<file path="config.mk">
export PLATFORM = sky130hd
export DESIGN_NAME = spi_flash_bridge
export DESIGN_NICKNAME = d
export VERILOG_FILES = /design/src/rtl/sfb_pkg.sv /design/src/rtl/sfb_shift.sv /design/src/rtl/sfb_ctrl.sv /design/src/rtl/spi_flash_bridge.sv
export SDC_FILE = /design/constraint.sdc
export NUM_CORES = 1
export LEC_CHECK = 0
export BUFFER_PORTS_ARGS = -buffer_cell sky130_fd_sc_hd__buf_2
export CORE_MARGIN = 2
export CORE_UTILIZATION = 60
export DETAILED_ROUTE_END_ITERATION = 10
export GPL_TIMING_DRIVEN = 0
export HOLD_SLACK_MARGIN = 0.03
export PLACE_DENSITY = 0.8
export SYNTH_ARGS = -nofsm -noshare
export SYNTH_HDL_FRONTEND = slang
export SYNTH_HIERARCHICAL = 1
export SYNTH_SLANG_ARGS = --single-unit
export TNS_END_PERCENT = 20
</file>
<file path="constraint.sdc">
create_clock -name clk -period 2.3 [get_ports clk]
set_input_delay 0.46 -clock clk [delete_from_list [all_inputs] [get_ports clk]]
set_output_delay 0.46 -clock clk [all_outputs]
set_load 0.03 [all_outputs]
</file>
<file path="src/rtl/sfb_pkg.sv">
package sfb_pkg;
    typedef enum logic [3:0] {
        ST_IDLE,
        ST_HELLO,
        ST_WCNT,
        ST_RCNT,
        ST_WDATA,
        ST_WSHIFT,
        ST_RSHIFT,
        ST_RPUT,
        ST_CLOSE
    } sfb_state_e;
endpackage

</file>
<file path="src/rtl/sfb_shift.sv">
module sfb_shift #(
    parameter int DW      = 8,
    parameter int CLK_DIV = 2
) (
    input  logic          clk,
    input  logic          rst_n,
    input  logic          start,
    input  logic [DW-1:0] tx_byte,
    output logic          done,
    output logic          busy,
    output logic [DW-1:0] rx_byte,
    output logic          sclk,
    output logic          mosi,
    input  logic          miso
);
    localparam int DIV_W = (CLK_DIV > 1) ? $clog2(CLK_DIV) : 1;
    localparam int BIT_W = $clog2(DW);

    typedef struct packed {
        logic             run;
        logic [DIV_W-1:0] div;
        logic [BIT_W-1:0] bits;
        logic             sclk;
        logic [DW-1:0]    sh;
        logic [DW-1:0]    rx;
        logic             done;
    } shift_t;

    shift_t sh_d, sh_q;
    logic   tick;

    assign tick = (sh_q.div == DIV_W'(CLK_DIV - 1));

    always_comb begin
        sh_d      = sh_q;
        sh_d.done = 1'b0;
        if (!sh_q.run) begin
            if (start) begin
                sh_d.run  = 1'b1;
                sh_d.sh   = tx_byte;
                sh_d.div  = '0;
                sh_d.bits = '0;
                sh_d.sclk = 1'b0;
            end
        end else if (tick) begin
            sh_d.div  = '0;
            sh_d.sclk = ~sh_q.sclk;
            if (!sh_q.sclk) begin
                sh_d.rx = {sh_q.rx[DW-2:0], miso};
            end else if (sh_q.bits == BIT_W'(DW - 1)) begin
                sh_d.run  = 1'b0;
                sh_d.done = 1'b1;
            end else begin
                sh_d.sh   = sh_q.sh << 1;
                sh_d.bits = sh_q.bits + BIT_W'(1);
            end
        end else begin
            sh_d.div = sh_q.div + DIV_W'(1);
        end
    end

    always_ff @(posedge clk or negedge rst_n) begin
        if (!rst_n) sh_q <= '0;
        else        sh_q <= sh_d;
    end

    assign done    = sh_q.done;
    assign busy    = sh_q.run;
    assign rx_byte = sh_q.rx;
    assign sclk    = sh_q.sclk;
    assign mosi    = sh_q.run ? sh_q.sh[DW-1] : 1'b0;

    // clock may only be high while a byte is in flight
    a_r9_sclk_in_run: assert property (@(posedge clk) disable iff (!rst_n)
        sh_q.sclk |-> sh_q.run);
    // a completed byte always ends with the clock low
    a_r2_done_low: assert property (@(posedge clk) disable iff (!rst_n)
        sh_q.done |-> !sh_q.sclk && !sh_q.run);
endmodule

</file>
<file path="src/rtl/sfb_ctrl.sv">
module sfb_ctrl
    import sfb_pkg::*;
#(
    parameter int          DW         = 8,
    parameter logic [7:0]  READY_CODE = 8'h05
) (
    input  logic          clk,
    input  logic          rst_n,
    input  logic          enable,
    input  logic [DW-1:0] rx_data,
    input  logic          rx_valid,
    output logic          rx_ready,
    output logic [DW-1:0] tx_data,
    output logic          tx_valid,
    input  logic          tx_ready,
    output logic          sh_start,
    output logic [DW-1:0] sh_byte,
    input  logic          sh_done,
    input  logic [DW-1:0] sh_rx,
    output logic          cs_n,
    output logic          active
);
    typedef struct packed {
        sfb_state_e    st;
        logic [DW-1:0] wcnt;
        logic [DW-1:0] rcnt;
        logic [DW-1:0] resp;
        logic          start;
        logic [DW-1:0] byte_o;
        logic          cs;
    } ctrl_t;

    ctrl_t c_d, c_q;

    always_comb begin
        rx_ready = (c_q.st == ST_WCNT) || (c_q.st == ST_RCNT) || (c_q.st == ST_WDATA);
        tx_valid = (c_q.st == ST_HELLO) || (c_q.st == ST_RPUT);
        tx_data  = (c_q.st == ST_HELLO) ? DW'(READY_CODE) : c_q.resp;
    end

    always_comb begin
        c_d       = c_q;
        c_d.start = 1'b0;
        unique case (c_q.st)
            ST_IDLE:  if (enable) c_d.st = ST_HELLO;
            ST_HELLO: if (tx_ready) c_d.st = ST_WCNT;
            ST_WCNT: if (rx_valid) begin
                c_d.wcnt = rx_data;
                c_d.st   = ST_RCNT;
            end
            ST_RCNT: if (rx_valid) begin
                c_d.rcnt = rx_data;
                if (c_q.wcnt == '0 && rx_data == '0) begin
                    c_d.st = ST_IDLE;
                end else begin
                    c_d.cs = 1'b1;
                    if (c_q.wcnt != '0) begin
                        c_d.st = ST_WDATA;
                    end else begin
                        c_d.start  = 1'b1;
                        c_d.byte_o = '0;
                        c_d.st     = ST_RSHIFT;
                    end
                end
            end
            ST_WDATA: if (rx_valid) begin
                c_d.start  = 1'b1;
                c_d.byte_o = rx_data;
                c_d.st     = ST_WSHIFT;
            end
            ST_WSHIFT: if (sh_done) begin
                c_d.wcnt = c_q.wcnt - DW'(1);
                if (c_q.wcnt != DW'(1)) begin
                    c_d.st = ST_WDATA;
                end else if (c_q.rcnt != '0) begin
                    c_d.start  = 1'b1;
                    c_d.byte_o = '0;
                    c_d.st     = ST_RSHIFT;
                end else begin
                    c_d.cs = 1'b0;
                    c_d.st = ST_CLOSE;
                end
            end
            ST_RSHIFT: if (sh_done) begin
                c_d.resp = sh_rx;
                c_d.st   = ST_RPUT;
            end
            ST_RPUT: if (tx_ready) begin
                c_d.rcnt = c_q.rcnt - DW'(1);
                if (c_q.rcnt != DW'(1)) begin
                    c_d.start  = 1'b1;
                    c_d.byte_o = '0;
                    c_d.st     = ST_RSHIFT;
                end else begin
                    c_d.cs = 1'b0;
                    c_d.st = ST_CLOSE;
                end
            end
            ST_CLOSE: c_d.st = ST_WCNT;
            default:  c_d.st = ST_IDLE;
        endcase
    end

    always_ff @(posedge clk or negedge rst_n) begin
        if (!rst_n) begin
            c_q    <= '0;
            c_q.st <= ST_IDLE;
        end else begin
            c_q <= c_d;
        end
    end

    assign sh_start = c_q.start;
    assign sh_byte  = c_q.byte_o;
    assign cs_n     = ~c_q.cs;
    assign active   = (c_q.st != ST_IDLE);

    // receive and transmit handshakes never offered together
    a_r8_no_rx_while_tx: assert property (@(posedge clk) disable iff (!rst_n)
        tx_valid |-> !rx_ready);
    // entering bridge mode offers the ready code first
    a_r1_hello: assert property (@(posedge clk) disable iff (!rst_n)
        $rose(active) |-> tx_valid && tx_data == DW'(READY_CODE));
    // chip select held through data, shift and response states
    a_r4_cs_held: assert property (@(posedge clk) disable iff (!rst_n)
        (c_q.st == ST_WDATA || c_q.st == ST_WSHIFT || c_q.st == ST_RSHIFT
         || c_q.st == ST_RPUT) |-> !cs_n);
    // a response is only offered while bytes remain owed
    a_r3_resp_owed: assert property (@(posedge clk) disable iff (!rst_n)
        (c_q.st == ST_RPUT) |-> c_q.rcnt != '0);
endmodule

</file>
<file path="src/rtl/spi_flash_bridge.sv">
module spi_flash_bridge #(
    parameter int         CLK_DIV    = 2,
    parameter logic [7:0] READY_CODE = 8'h05
) (
    input  logic       clk,
    input  logic       rst_n,
    input  logic       enable,
    input  logic [7:0] rx_data,
    input  logic       rx_valid,
    output logic       rx_ready,
    output logic [7:0] tx_data,
    output logic       tx_valid,
    input  logic       tx_ready,
    output logic       spi_cs_n,
    output logic       spi_sclk,
    output logic       spi_mosi,
    input  logic       spi_miso,
    output logic       active
);
    localparam int DW = 8;

    logic          sh_start, sh_done, sh_busy;
    logic [DW-1:0] sh_byte, sh_rx;

    sfb_ctrl #(.DW(DW), .READY_CODE(READY_CODE)) u_ctrl (
        .clk(clk), .rst_n(rst_n), .enable(enable),
        .rx_data(rx_data), .rx_valid(rx_valid), .rx_ready(rx_ready),
        .tx_data(tx_data), .tx_valid(tx_valid), .tx_ready(tx_ready),
        .sh_start(sh_start), .sh_byte(sh_byte), .sh_done(sh_done),
        .sh_rx(sh_rx), .cs_n(spi_cs_n), .active(active)
    );

    sfb_shift #(.DW(DW), .CLK_DIV(CLK_DIV)) u_shift (
        .clk(clk), .rst_n(rst_n), .start(sh_start), .tx_byte(sh_byte),
        .done(sh_done), .busy(sh_busy), .rx_byte(sh_rx),
        .sclk(spi_sclk), .mosi(spi_mosi), .miso(spi_miso)
    );

    // serial clock idles low while the flash is deselected
    a_r9_sclk_low_deselected: assert property (@(posedge clk) disable iff (!rst_n)
        spi_cs_n |-> !spi_sclk);
    // shifter only runs with chip select asserted
    a_r4_shift_under_cs: assert property (@(posedge clk) disable iff (!rst_n)
        sh_busy |-> !spi_cs_n);
    // leaving bridge mode leaves the flash deselected
    a_r5_exit_deselected: assert property (@(posedge clk) disable iff (!rst_n)
        $fell(active) |-> spi_cs_n);
endmodule

</file>
==> results.md <==
- Synth area leaders: dfrtp_1 43%, mux2_2 6.1%, a22o_1 4.7%, buf_4 3.8%, mux2_4 3.4%
- Via-to-Cell Ratio: 6.166
- Grt total ovfl: 0
- Vias in the first global route: 2667
- Internal Dissipation: 3.396 mW
- WP depth: 6
- CP max stage cell: dfrtp_1
- Synth-to-layout area growth: 14.97%
- FF-to-FF End: u_ctrl/c_q[0]
- 1st-iter DRT viols: 252
- Power share of the sequential group: 32.6%
- Yosys warns: 6
- I/O Buffers: 27
- Status: completed
- R2R Setup Slk: 0.16 ns
- MaxCap Viol Count: 0
- Achievable Freq: 452.3 MHz
- Crit-path leading delay family: buffers and inverters
- Initial antenna violation count: 0
- Routed WL: 7.796 mm
- Number of synthesized flops with an enable pin: 0
- Async S/R FF share, synth: 100.0%
- Crit start category: flop
- CP dominant cell by count: buf_6
- Antenna Nets Post-Route: 0
- Max-slew headroom: 49.20%
- Critical Path End: tx_data[2]
- Final period util: 96.12%
- H-tree depth: 3
- # diodes: 0
- Worst-skew pair later-pin latency: 0.34 ns
- Yosys cell types: 62
- Tot Pwr: 5.539 mW
- Tmin final: 2.211 ns
- Detailed placement HPWL: 4.989 mm
- Worst vdd ir: 0.0008774 V
- Crit path launch: u_ctrl/c_q[34]
- CTS tree: built
- Crit path largest cell delay: 0.39 ns
- CP required: 1.84 ns
- Starting Density: 63.14%
- Layout cells sized above 1: 32.04%
- Area of the die: 6495 sq um
- Leakage: 1.888 nW
- Top cell type's share of synthesized area: 43.37%
- Dpl ws: -0.1570 ns
- Critical Path Fanout Max: 10
- CP cell instances: buf_6 > buf_6 > nor4b_4 > buf_6 > or2_2 > buf_4
- Io pins: 28
- Cell taking the most area after synthesis: dfrtp_1
- Path depth of the worst reg2reg path: 7
- Core area: 5574 sq um
- Worst setup margin: 0.08915 ns
- Worst reg2reg path startpoint: u_ctrl/c_q[26]
- Pre-Repair DR Iteration Count: 5
- Row cnt: 27
- Post-route DRC: 0
- CTS Sinks: 61
- Synth cell count leaders: 61 x dfrtp_1, 25 x nor2_1, 19 x a22o_1, 19 x mux2_2, 19 x o21ai_0
- GRT Total Usage: 26.96%
- Worst-path clk slew: 0.07 ns
- Post-DR wirelength/cell: 16.98 um
- RSZ-0062 raised after global routing: true
- Finished Layout Cells: 459
- Mapped Area: 3520 sq um
- Net switching power: 2.143 mW
- Switching share of power: 38.68%
- Endpoints failing setup: 0
- Critical path endpoint category: output pin
- Slew Viols, Final: 0
- Setup CP Type: flop to output pin
- Max clock buf depth: 2
- Net count reported at finish: 405
- Ys flop type: dfrtp_1
- Final Hold Fails: 0
- Syn Area/Cell: 10.26 sq um
- Synthesized Nets: 365
- Clk pwr share: 19.9%
- Cts hold-fix bufs: 0
- Worst Path Arrival: 1.75 ns
- Largest net degree at the start of global routing: 62
- Via Count: 2830
- CTS Buf Count: 9
- First-pass GRT wire length: 13.15 mm
- Worst-Margin Slew: 0.7620 ns
- Die Width: 80.59 um
- Flop and latch count out of synthesis: 61
- Most frequent cell after synthesis: dfrtp_1
- Placed insts: 442
- Logic gate share of total power: 47.5%
- RD Place Congestion: 0.9541
- Post-synthesis sequential area ratio: 43.37%
- Clk_skew: 0.006128 ns
- Die H: 80.59 um
- CTS root buf: clkbuf_8
- Hold Path Class: primary input to asynchronous set/reset pin
- PwrDens: 1369 nW/um^2
- CP Buf/Inv Count: 4
- Cells after synthesis: 343
==> area by class of cell <==
cell class	count	area [sq um]
timing repair buffer	30	166.4
clock inverter	3	67.56
clock buffer	12	165.2
tap	72	90.09
sequential	61	1526
inverter	7	26.28
buffer	31	219.0
fill	385	1528
multi-input combinational	243	1785
==> worst min-delay path by stage <==
stage                    endpoint  slack (ns)  depth (start not counted)             from
6_report           u_ctrl/c_q[36]        0.18                          1            rst_n
2_1_floorplan       u_ctrl/c_q[0]        0.16                          0            rst_n
3_5_place_dp       u_ctrl/c_q[15]        0.48                          1   u_ctrl/c_q[15]
3_3_place_gp      u_shift/sh_q[9]        0.48                          2  u_shift/sh_q[9]
5_1_grt            u_ctrl/c_q[35]        0.25                          1            rst_n
4_1_cts        u_shift/rx_byte[0]        0.34                          2         spi_miso
==> layout by cell type, fill, tap and decap left out, types with 12 or more instances in the layout <==
cell | Yosys | final
clkbuf_8 | 0 | 12
dfrtp_1 | 61 | 61
o21ai_0 | 19 | 19
a22o_1 | 19 | 19
mux2_2 | 19 | 19
nand2_1 | 18 | 18
nor2_1 | 25 | 25
buf_4 | 18 | 21
buf_2 | 2 | 27
a21oi_1 | 18 | 17
==> metrics by stage <==
stage | instance area, sq um | util (%) | hold slack, ns | TNS [ns]
6_report | 4046 | 72.59 | 0.1836 | 0
5_1_grt | 4046 | 72.59 | 0.2496 | -0.002468
4_1_cts | 4033 | 72.35 | 0.3385 | 0
3_5_place_dp | 3751 | 67.30 | 0.4844 | -0.6747
3_3_place_gp | 3745 | 67.18 | 0.4813 | -5.833
2_1_floorplan | 3520 | - | 0.1644 | 0
==> power groups by stage <==
stage               logic [mW]  clock network, mW  registers, mW
CTS                       2.58               1.12           1.80
floorplan                 2.01                  0           1.73
global placement          2.41                  0           1.79
finish                    2.63               1.10           1.81
global route              2.87               1.18           1.87
detailed placement        2.48                  0           1.80
==> timing repair <==
item,4_1_cts,5_1_grt
setup endpoints to repair,9,9
setup buffers,4,0
gates resized for setup,7,3
pin swaps,1,0
==> registers in the layout, summed over array words and instances (netlist names) <==
| name | count |
|---|---|
| u_ctrl/c_q | 29 |
| u_ctrl/sh_byte | 8 |
| u_ctrl/sh_start | 1 |
| u_shift/busy | 1 |
| u_shift/done | 1 |
| u_shift/rx_byte | 8 |
| u_shift/sclk | 1 |
| u_shift/sh_q | 11 |
| u_shift/tick | 1 |
==> kinds of logic after synthesis <==
family | synth area share (%)
fa+ha+maj | 2.844
buf+inv | 6.754
simple gates | 20.58
mux | 9.812
compound gates | 15.89
xor+xnor | 0.7467
flops | 43.37
==> metal layers <==
layer  GRT usage, %  up-vias  part of all wire [%]
met5              0        -                     0
met4          8.136        0                   1.2
met3          7.191       13                   6.8
met2          39.33      120                    46
met1          39.30     1370                    46
li1               -     1327                     -
No activity file was read; power rests on OpenSTA's default activity.
